`src/rtl/refsel_pkg.sv`:
```
package refsel_pkg;
  localparam int PRIO_W = 4;
  localparam int IDX_W  = 4;

  typedef logic [PRIO_W-1:0] prio_t;
  typedef logic [IDX_W-1:0]  ref_idx_t;

  localparam prio_t PRIO_OFF = '0;
endpackage

```
`src/rtl/ref_rank_cmp.sv`:
```
module ref_rank_cmp
  import refsel_pkg::*;
#(
  parameter int DUR_W = 16
) (
  input  logic             inc_valid,
  input  prio_t            inc_prio,
  input  logic [DUR_W-1:0] inc_age,
  input  logic             cha_valid,
  input  prio_t            cha_prio,
  input  logic [DUR_W-1:0] cha_age,
  output logic             cha_wins
);
  logic prio_better;
  logic prio_equal;
  logic age_better;

  always_comb begin
    prio_better = cha_prio < inc_prio;
    prio_equal  = cha_prio == inc_prio;
    age_better  = cha_age > inc_age;
    // strict comparison: a full tie keeps the incumbent (lower index)
    cha_wins    = cha_valid &&
                  (!inc_valid || prio_better || (prio_equal && age_better));
  end
endmodule

```
`src/rtl/ref_best_pick.sv`:
```
module ref_best_pick
  import refsel_pkg::*;
#(
  parameter int NUM_REFS = 12,
  parameter int DUR_W    = 16
) (
  input  logic [NUM_REFS*PRIO_W-1:0] prio_tbl,
  input  logic [NUM_REFS-1:0]        qual_vec,
  input  logic [NUM_REFS*DUR_W-1:0]  qual_age,
  output logic [NUM_REFS-1:0]        elig,
  output logic                       best_valid,
  output ref_idx_t                   best_idx
);
  logic             chain_valid [0:NUM_REFS];
  prio_t            chain_prio  [0:NUM_REFS];
  logic [DUR_W-1:0] chain_age   [0:NUM_REFS];
  ref_idx_t         chain_idx   [0:NUM_REFS];

  assign chain_valid[0] = 1'b0;
  assign chain_prio[0]  = '1;
  assign chain_age[0]   = '0;
  assign chain_idx[0]   = '0;

  for (genvar g = 0; g < NUM_REFS; g++) begin : g_stage
    prio_t            cand_prio;
    logic [DUR_W-1:0] cand_age;
    logic             cand_ok;
    logic             wins;

    assign cand_prio = prio_tbl[g*PRIO_W +: PRIO_W];
    assign cand_age  = qual_age[g*DUR_W +: DUR_W];
    assign cand_ok   = qual_vec[g] && (cand_prio != PRIO_OFF);
    assign elig[g]   = cand_ok;

    ref_rank_cmp #(.DUR_W(DUR_W)) u_cmp (
      .inc_valid (chain_valid[g]),
      .inc_prio  (chain_prio[g]),
      .inc_age   (chain_age[g]),
      .cha_valid (cand_ok),
      .cha_prio  (cand_prio),
      .cha_age   (cand_age),
      .cha_wins  (wins)
    );

    assign chain_valid[g+1] = wins ? 1'b1            : chain_valid[g];
    assign chain_prio[g+1]  = wins ? cand_prio       : chain_prio[g];
    assign chain_age[g+1]   = wins ? cand_age        : chain_age[g];
    assign chain_idx[g+1]   = wins ? ref_idx_t'(g)   : chain_idx[g];
  end

  assign best_valid = chain_valid[NUM_REFS];
  assign best_idx   = chain_idx[NUM_REFS];
endmodule

```
`src/rtl/ref_sel_ctrl.sv`:
```
module ref_sel_ctrl
  import refsel_pkg::*;
#(
  parameter int NUM_REFS = 12
) (
  input  logic                clk,
  input  logic                rst_n,
  input  logic                auto_mode,
  input  logic                revertive,
  input  ref_idx_t            man_idx,
  input  logic [NUM_REFS-1:0] elig,
  input  logic                best_valid,
  input  ref_idx_t            best_idx,
  output ref_idx_t            active_idx,
  output logic                active_valid,
  output ref_idx_t            auto_idx
);
  localparam int       PAD_W    = 1 << IDX_W;
  localparam ref_idx_t LAST_IDX = ref_idx_t'(NUM_REFS - 1);

  logic [PAD_W-1:0] elig_pad;
  logic             cur_ok;
  logic             man_ok;

  ref_idx_t auto_idx_q,  auto_idx_n;
  logic     auto_valid_q, auto_valid_n;
  logic     auto_en;
  ref_idx_t act_idx_q,   act_idx_n;
  logic     act_valid_q, act_valid_n;
  logic     act_en;

  assign elig_pad = PAD_W'(elig);
  assign cur_ok   = auto_valid_q && elig_pad[auto_idx_q];
  assign man_ok   = man_idx <= LAST_IDX;

  // automatic choice: next state
  always_comb begin
    auto_idx_n   = auto_idx_q;
    auto_valid_n = auto_valid_q;
    auto_en      = 1'b0;
    if (!best_valid) begin
      auto_valid_n = 1'b0;
      auto_en      = auto_valid_q;
    end else if (!cur_ok || revertive) begin
      auto_idx_n   = best_idx;
      auto_valid_n = 1'b1;
      auto_en      = 1'b1;
    end
  end

  // active output: next state
  always_comb begin
    act_idx_n   = act_idx_q;
    act_valid_n = act_valid_q;
    act_en      = 1'b1;
    if (auto_mode) begin
      act_idx_n   = auto_idx_n;
      act_valid_n = auto_valid_n;
    end else if (man_ok) begin
      act_idx_n   = man_idx;
      act_valid_n = 1'b1;
    end else begin
      act_valid_n = 1'b0;
    end
  end

  always_ff @(posedge clk or negedge rst_n) begin
    if (!rst_n) begin
      auto_idx_q   <= '0;
      auto_valid_q <= 1'b0;
    end else if (auto_en) begin
      auto_idx_q   <= auto_idx_n;
      auto_valid_q <= auto_valid_n;
    end
  end

  always_ff @(posedge clk or negedge rst_n) begin
    if (!rst_n) begin
      act_idx_q   <= '0;
      act_valid_q <= 1'b0;
    end else if (act_en) begin
      act_idx_q   <= act_idx_n;
      act_valid_q <= act_valid_n;
    end
  end

  assign active_idx   = act_idx_q;
  assign active_valid = act_valid_q;
  assign auto_idx     = auto_idx_q;

  a_r2_manual_follow: assert property (@(posedge clk) disable iff (!rst_n)
    (!auto_mode && man_ok) |=> (active_idx == $past(man_idx) && active_valid));

  a_r6_switch_on_loss: assert property (@(posedge clk) disable iff (!rst_n)
    (best_valid && !cur_ok) |=> (auto_valid_q && auto_idx_q == $past(best_idx)));

  a_r7_revert_to_best: assert property (@(posedge clk) disable iff (!rst_n)
    (revertive && best_valid) |=> (auto_idx_q == $past(best_idx)));

  a_r8_hold_current: assert property (@(posedge clk) disable iff (!rst_n)
    (!revertive && cur_ok) |=> (auto_valid_q && $stable(auto_idx_q)));

  a_r9_none_eligible: assert property (@(posedge clk) disable iff (!rst_n)
    (!best_valid) |=> (!auto_valid_q && $stable(auto_idx_q)));

  a_r10_auto_drives_active: assert property (@(posedge clk) disable iff (!rst_n)
    auto_mode |=> (active_idx == auto_idx_q && active_valid == auto_valid_q));
endmodule

```
`src/rtl/ref_selector.sv`:
```
module ref_selector
  import refsel_pkg::*;
#(
  parameter int NUM_REFS = 12,
  parameter int DUR_W    = 16
) (
  input  logic                        clk,
  input  logic                        rst_n,
  input  logic                        auto_mode,
  input  logic                        revertive,
  input  logic [IDX_W-1:0]            man_idx,
  input  logic [NUM_REFS*PRIO_W-1:0]  prio_tbl,
  input  logic [NUM_REFS-1:0]         qual_vec,
  input  logic [NUM_REFS*DUR_W-1:0]   qual_age,
  output logic [IDX_W-1:0]            active_idx,
  output logic                        active_valid,
  output logic [IDX_W-1:0]            auto_idx
);
  logic [NUM_REFS-1:0] elig;
  logic                best_valid;
  ref_idx_t            best_idx;

  ref_best_pick #(.NUM_REFS(NUM_REFS), .DUR_W(DUR_W)) u_pick (
    .prio_tbl   (prio_tbl),
    .qual_vec   (qual_vec),
    .qual_age   (qual_age),
    .elig       (elig),
    .best_valid (best_valid),
    .best_idx   (best_idx)
  );

  ref_sel_ctrl #(.NUM_REFS(NUM_REFS)) u_ctrl (
    .clk          (clk),
    .rst_n        (rst_n),
    .auto_mode    (auto_mode),
    .revertive    (revertive),
    .man_idx      (man_idx),
    .elig         (elig),
    .best_valid   (best_valid),
    .best_idx     (best_idx),
    .active_idx   (active_idx),
    .active_valid (active_valid),
    .auto_idx     (auto_idx)
  );
endmodule

```
`config.mk`:
```
export PLATFORM = sky130hd
export DESIGN_NAME = ref_selector
export DESIGN_NICKNAME = d
export VERILOG_FILES = /design/src/rtl/refsel_pkg.sv /design/src/rtl/ref_rank_cmp.sv /design/src/rtl/ref_best_pick.sv /design/src/rtl/ref_sel_ctrl.sv /design/src/rtl/ref_selector.sv
export SDC_FILE = /design/constraint.sdc
export NUM_CORES = 1
export LEC_CHECK = 0
export ABC_AREA = 1
export BUFFER_PORTS_ARGS = -buffer_cell sky130_fd_sc_hd__buf_2
export CAP_MARGIN = 20
export CORE_MARGIN = 2
export CORE_UTILIZATION = 48
export DETAILED_ROUTE_END_ITERATION = 12
export HOLD_SLACK_MARGIN = 0.15
export PLACE_DENSITY = 0.85
export SLEW_MARGIN = 5
export SYNTH_ARGS = -nofsm -noshare
export SYNTH_HDL_FRONTEND = slang
export SYNTH_SLANG_ARGS = --single-unit
```
`constraint.sdc`:
```
create_clock -name clk -period 2 [get_ports clk]
set_input_delay 0.2 -clock clk [delete_from_list [all_inputs] [get_ports clk]]
set_output_delay 0.2 -clock clk [all_outputs]
set_load 0.01 [all_outputs]
```
==> flow_results.xml, run 1 <==
<?xml version="1.0" encoding="UTF-8"?>
<metrics>
  <group name="placed_design">
    <metric name="placement.cell_area" unit="mm2">0.0122</metric>
    <metric name="dpl.hpwl" unit="um">27200</metric>
    <metric name="final_estimated_routing_congestion_in_global_placement" unit="">1.02</metric>
    <metric name="placement.io_buffers" unit="">268</metric>
  </group>
  <group name="cts">
    <metric name="tritoncts_num_sinks" unit="">10</metric>
    <metric name="clock_path_buffers" unit="">2</metric>
    <metric name="cts_root_buf" unit="">clkbuf_16</metric>
    <metric name="cts-buffers-inserted" unit="">3</metric>
    <metric name="htree_levels" unit="">1</metric>
  </group>
  <group name="floorplan">
    <metric name="core.rowCount" unit="">47</metric>
    <metric name="starting_density_of_the_core" unit="">0.487</metric>
    <metric name="top_level_ports" unit="">269</metric>
    <metric name="die-height" unit="um">133</metric>
    <metric name="die_width" unit="um">133</metric>
  </group>
  <group name="synthesis">
    <metric name="yosysWarnings" unit="">0</metric>
    <metric name="synth_cell_type_count" unit="">44</metric>
    <metric name="postSynthAreaPerCell" unit="um2">6.00</metric>
    <metric name="yosysSeqAreaShare" unit="">0.0312</metric>
    <metric name="synth_area" unit="mm2">0.00802</metric>
    <metric name="yosys_register_bits" unit="">10</metric>
    <metric name="postSynthNetCount" unit="">1811</metric>
    <metric name="postSynthCellCount" unit="">1335</metric>
  </group>
  <group name="run_status">
    <metric name="outcome" unit="">aborted with a tool error</metric>
    <metric name="toolErrorMsg" unit="">[ERROR GRT-0232] Routing congestion too high. Check the congestion heatmap in the GUI.</metric>
    <metric name="failed_stage" unit="">global routing</metric>
  </group>
  <group name="timing">
    <metric name="timing.worst_endpoint.kind" unit="">sequential cell input</metric>
    <metric name="postGrtWorstEndpoint" unit="">u_ctrl.active_idx[2]$_DFFE_PN0P_/D</metric>
  </group>
  <group name="global_routing">
    <metric name="grt_max_degree" unit="">32</metric>
    <metric name="grt_overflow" unit="">465</metric>
    <metric name="groute.usage.overall" unit="">0.842</metric>
  </group>
</metrics>
## through the flow
stage | TNS [ns] | setup slack [ns] | instances
detailed placement | -131.79 | -16.35 | 2109
global placement | -127.19 | -15.71 | 2109
CTS | -122.63 | -15.27 | 2123
floorplan | -110.03 | -13.87 | 1335
## cells in the mapped netlist, drive strengths merged
cell	n	share of area
o21a	3	0.0028
a21oi	90	0.056
a21boi	4	0.0037
and2	2	0.0016
inv	108	0.051
o21ai	235	0.16
nor2	68	0.032
dfrtp	10	0.031
buf	7	0.0070
nor4	1	0.00078
a41oi	2	0.0022
o211ai	7	0.0066
or3	4	0.0031
nor4b	1	0.0011
o41ai	6	0.0066
o221ai	2	0.0022
a31o	1	0.0011
or2	1	0.00078
ha	216	0.34
o21bai	6	0.0056
a21o	2	0.0019
o221a	2	0.0028
o2111ai	3	0.0033
clkbuf	34	0.016
a211oi	7	0.0066
and3	1	0.00078
a31oi	5	0.0039
nand4	19	0.015
nor3	16	0.011
clkinv	9	0.0042
nand2	427	0.20
nand3	34	0.021
a22oi	2	0.0025
## timing repair
action | 4_1_cts
hold buffers | 1
gates cloned | 4
buffers inserted | 5
pin swaps | 18
gates resized for setup | 73
endpoints found under the setup margin | 10
hold endpoints to repair | 10
## routing by layer
metal,GRT usage,overflow
met1,0.783,6
met5,0.247,1
met4,0.969,132
met2,1.07,322
met3,0.645,4
## cell families after synthesis
group	Yosys count	share of synthesized area
compound gates	377	0.265
fa+ha+maj	216	0.337
buf+inv	158	0.0777
flops	10	0.0312
simple gates	574	0.289
==> run 2: changes to the inputs <==
- CORE_UTILIZATION: 48 -> 40
- HOLD_SLACK_MARGIN: 0.15 -> not set
- PLACE_DENSITY: 0.85 -> not set
- PLACE_DENSITY_LB_ADDON: not set -> 0.15
- clock period: 2 -> 2.6 ns (I/O delays scaled with it)
==> run 2 against run 1 <==
Effect of this change: the flow now finishes, with violations (setup timing); synthesized cell count unchanged; synthesized area stayed put.
==> flow_results.xml, run 2 <==
<?xml version="1.0" encoding="UTF-8"?>
<metrics>
  <group name="run_status">
    <metric name="outcome" unit="">finished, violations left</metric>
    <metric name="failed_checks" unit="">setup timing</metric>
  </group>
  <group name="floorplan">
    <metric name="top_level_ports" unit="">269</metric>
    <metric name="die_width" unit="um">146</metric>
    <metric name="core.rowCount" unit="">51</metric>
    <metric name="floorplan.die_area" unit="mm2">0.0212</metric>
    <metric name="floorplan.core_area" unit="mm2">0.0196</metric>
    <metric name="die-height" unit="um">146</metric>
    <metric name="starting_density_of_the_core" unit="">0.409</metric>
  </group>
  <group name="synthesis">
    <metric name="synth.most_common_cell" unit="">nand2_1</metric>
    <metric name="top_cell_type_by_total_area_after_synthesis" unit="">ha_1</metric>
    <metric name="ys_async_sr_fraction" unit="">1.00</metric>
    <metric name="synthDominantCellAreaShare" unit="">0.337</metric>
    <metric name="postSynthAreaPerCell" unit="um2">6.00</metric>
    <metric name="yosys_register_bits" unit="">10</metric>
    <metric name="synth_area" unit="mm2">0.00802</metric>
    <metric name="synth_flop_cell" unit="">dfrtp_1</metric>
    <metric name="yosysWarnings" unit="">0</metric>
    <metric name="synth.area.top_cells" unit="">ha_1, nand2_1, o21ai_0</metric>
    <metric name="postSynthCellCount" unit="">1335</metric>
    <metric name="yosysSeqAreaShare" unit="">0.0312</metric>
    <metric name="synth_enable_flop_cells" unit="">0</metric>
    <metric name="synth_cell_type_count" unit="">44</metric>
    <metric name="postSynthNetCount" unit="">1811</metric>
    <metric name="synth.cells.most_frequent" unit="">nand2_1, ha_1, o21ai_0</metric>
  </group>
  <group name="critical_path">
    <metric name="rr_worst_depth" unit="">15</metric>
    <metric name="critical_path.max_stage_delay" unit="ns">0.38</metric>
    <metric name="dominant_cell_type_by_count_on_the_critical_path" unit="">nand2_1</metric>
    <metric name="timing.critical_path.arrival" unit="ns">18.21</metric>
    <metric name="critical_path.reg2reg.startpoint" unit="">u_ctrl.auto_idx[0]</metric>
    <metric name="r2r_setup_slk" unit="ns">0.19</metric>
    <metric name="critical_path.endpoint_type" unit="">flop</metric>
    <metric name="crit_required" unit="ns">2.72</metric>
    <metric name="crit_slowest_cell" unit="">or3_1</metric>
    <metric name="endpoint_of_the_worst_register_to_register_path" unit="">u_ctrl.active_idx[3]</metric>
    <metric name="timing.critical_path.fanout_max" unit="">14</metric>
    <metric name="critPathLaunchType" unit="">input port</metric>
    <metric name="critical_path_class" unit="">in2reg</metric>
  </group>
  <group name="finish">
    <metric name="mostFrequentLayoutCells" unit="">buf_4, nand2_1, buf_2</metric>
    <metric name="drive_above_1_share" unit="">0.529</metric>
    <metric name="layout.nets" unit="">2478</metric>
    <metric name="instances_no_fill" unit="">2270</metric>
    <metric name="layout.cells.most_common" unit="">buf_4</metric>
    <metric name="nFillCells" unit="">1349</metric>
    <metric name="multiInputGateArea" unit="mm2">0.00909</metric>
    <metric name="ff_latch_area" unit="um2">250</metric>
    <metric name="area_delta_synth_final" unit="%">91.1</metric>
  </group>
  <group name="detailed_routing">
    <metric name="avgViaCountPerCell" unit="">5.37</metric>
    <metric name="drt.antenna.violating_nets" unit="">0</metric>
    <metric name="wirelength" unit="um">37100</metric>
    <metric name="num_vias" unit="">12200</metric>
    <metric name="drt-pass1-iter-count" unit="">8</metric>
    <metric name="avgRoutedWirePerCell" unit="um">16.3</metric>
    <metric name="drt-initial-drc-count" unit="">458</metric>
    <metric name="detail_route.drc_violations" unit="">0</metric>
  </group>
  <group name="timing">
    <metric name="fin_skew" unit="ns">0.00107</metric>
    <metric name="rsz0062_at_grt" unit="">true</metric>
    <metric name="worst_margin_slew" unit="ns">0.568</metric>
    <metric name="final.period_utilization" unit="">6.96</metric>
    <metric name="finalHoldViolCount" unit="">0</metric>
    <metric name="fin_crit" unit="ns">18.10</metric>
    <metric name="achievable-frequency" unit="GHz">0.0553</metric>
    <metric name="worst_slack" unit="ns">-15.50</metric>
    <metric name="setup_viol_count_final" unit="">9</metric>
    <metric name="maxSlewViolCount" unit="">0</metric>
    <metric name="worst_slew_margin_rel" unit="">0.616</metric>
  </group>
  <group name="global_routing">
    <metric name="met3_capacity_usage_during_global_routing" unit="">0.0194</metric>
    <metric name="grtUsageMet1" unit="">0.335</metric>
    <metric name="groute.usage.overall" unit="">0.277</metric>
    <metric name="first_global_vias" unit="">10900</metric>
    <metric name="grt_pass1_wl" unit="um">49400</metric>
    <metric name="grt_overflow" unit="">0</metric>
    <metric name="grt_most_used_layer" unit="">met2</metric>
    <metric name="groute.layer.met2.usage" unit="">0.530</metric>
    <metric name="grt_max_degree" unit="">26</metric>
    <metric name="antenna_found_initial" unit="">6</metric>
  </group>
  <group name="cts">
    <metric name="cts-buffers-inserted" unit="">3</metric>
    <metric name="tritoncts_num_sinks" unit="">10</metric>
    <metric name="clkLatencyLatePin" unit="ns">0.23</metric>
    <metric name="cts_root_buf" unit="">clkbuf_16</metric>
    <metric name="clkSlewWorstSetupHoldPaths" unit="ns">0.04</metric>
    <metric name="cts_tree" unit="">yes</metric>
    <metric name="clock_path_buffers" unit="">2</metric>
    <metric name="htree_levels" unit="">1</metric>
  </group>
  <group name="placed_design">
    <metric name="dp_worst_setup_slack" unit="ns">-15.82</metric>
    <metric name="final_estimated_routing_congestion_in_global_placement" unit="">0.964</metric>
    <metric name="placement.io_buffers" unit="">268</metric>
    <metric name="place.detailed.instances" unit="">2185</metric>
    <metric name="dpl.hpwl" unit="um">27000</metric>
  </group>
  <group name="power">
    <metric name="power_density" unit="mW/mm2">687</metric>
    <metric name="vdd_ir_drop_max" unit="uV">251</metric>
    <metric name="finalPower" unit="mW">10.5</metric>
    <metric name="power.static_leakage" unit="nW">8.03</metric>
  </group>
  <group name="min_path">
    <metric name="launch_point_of_the_worst_hold_path" unit="">man_idx[3]</metric>
    <metric name="hold-path-cell-count" unit="">3</metric>
    <metric name="min_to" unit="">u_ctrl.active_idx[3]</metric>
    <metric name="hold_crit_path_type" unit="">in2reg</metric>
  </group>
  <group name="run">
    <metric name="maxCapViolations" unit="">0</metric>
  </group>
</metrics>
run 2: cell counts after synthesis:
No cell type changed its count.
run 2: layout make-up:
type                            instances  area share
Timing Repair Buffer                  699       0.333
Sequential cell                        10      0.0163
Multi-Input combinational cell       1171       0.593
Antenna cell                            5    0.000817
Tap cell                              265      0.0216
Clock buffer                            3     0.00490
Inverter                              117      0.0298
run 2: how the worst max path moves through the flow:
stage | start | to | cells after the start
after floorplan | prio_tbl[3] | u_ctrl.active_idx[2] | 154
after global placement | prio_tbl[3] | u_ctrl.active_idx[2] | 143
after detailed placement | prio_tbl[3] | u_ctrl.active_idx[2] | 145
after global routing | prio_tbl[1] | u_ctrl.active_idx[3] | 152
after CTS | prio_tbl[3] | u_ctrl.active_idx[2] | 148
final | prio_tbl[2] | u_ctrl.active_idx[3] | 143
run 2: cell families (layout without fill, tap and decap cells):
group / count (synthesis) / in the layout / share of synthesized area
AOI/OAI and AO/OA: 377 / 377 / 0.265
buffers and inverters: 158 / 819 / 0.0777
DFF: 10 / 10 / 0.0312
other: 0 / 5 / 0
and+or+nand+nor: 574 / 578 / 0.289
adders and majority gates: 216 / 216 / 0.337
run 2: metrics by stage:
stage / area, um2 / hold slack [ns] / utilization / setup TNS (ns)
6_report: 15300 / 0.321 / 0.782 / -122.98
2_1_floorplan: 8480 / -0.0356 / - / -105.71
4_1_cts: 12900 / 0.317 / 0.660 / -117.25
3_3_place_gp: 12500 / 0.129 / 0.638 / -124.33
5_1_grt: 15300 / 0.340 / 0.782 / -131.94
3_5_place_dp: 12500 / 0.131 / 0.638 / -126.21
run 2: critical path, delay by kind of cell:
kind,cells,cell delay [ns]
and+or+nand+nor,77,7.75
adders and majority gates,11,3.12
AOI/OAI and AO/OA,33,4.23
buffers and inverters,22,2.77
run 2: power breakdown:
group          internal, mW  switching, mW  total, mW  leakage (nW)
registers             0.205         0.0445      0.249         0.110
logic                  4.84           5.17       10.0          7.89
clock network         0.199         0.0652      0.264        0.0370
total                  5.24           5.28       10.5          8.03
run 2: routing by layer:
metal | up-vias | wire (um)
li1 | 5998 | -
met3 | 124 | 2070
met5 | - | 40
met1 | 5553 | 14400
met2 | 503 | 19100
met4 | 6 | 1500
run 2: timing repair:
item                                    CTS  global route
hold endpoints to repair                 10             0
pin swaps                                19           176
resized for setup                        87           428
hold buffers                              1             0
endpoints found under the setup margin   10            10
setup buffers                            10            44
gates cloned                              4            19
Power figures use the tool's default switching activity.
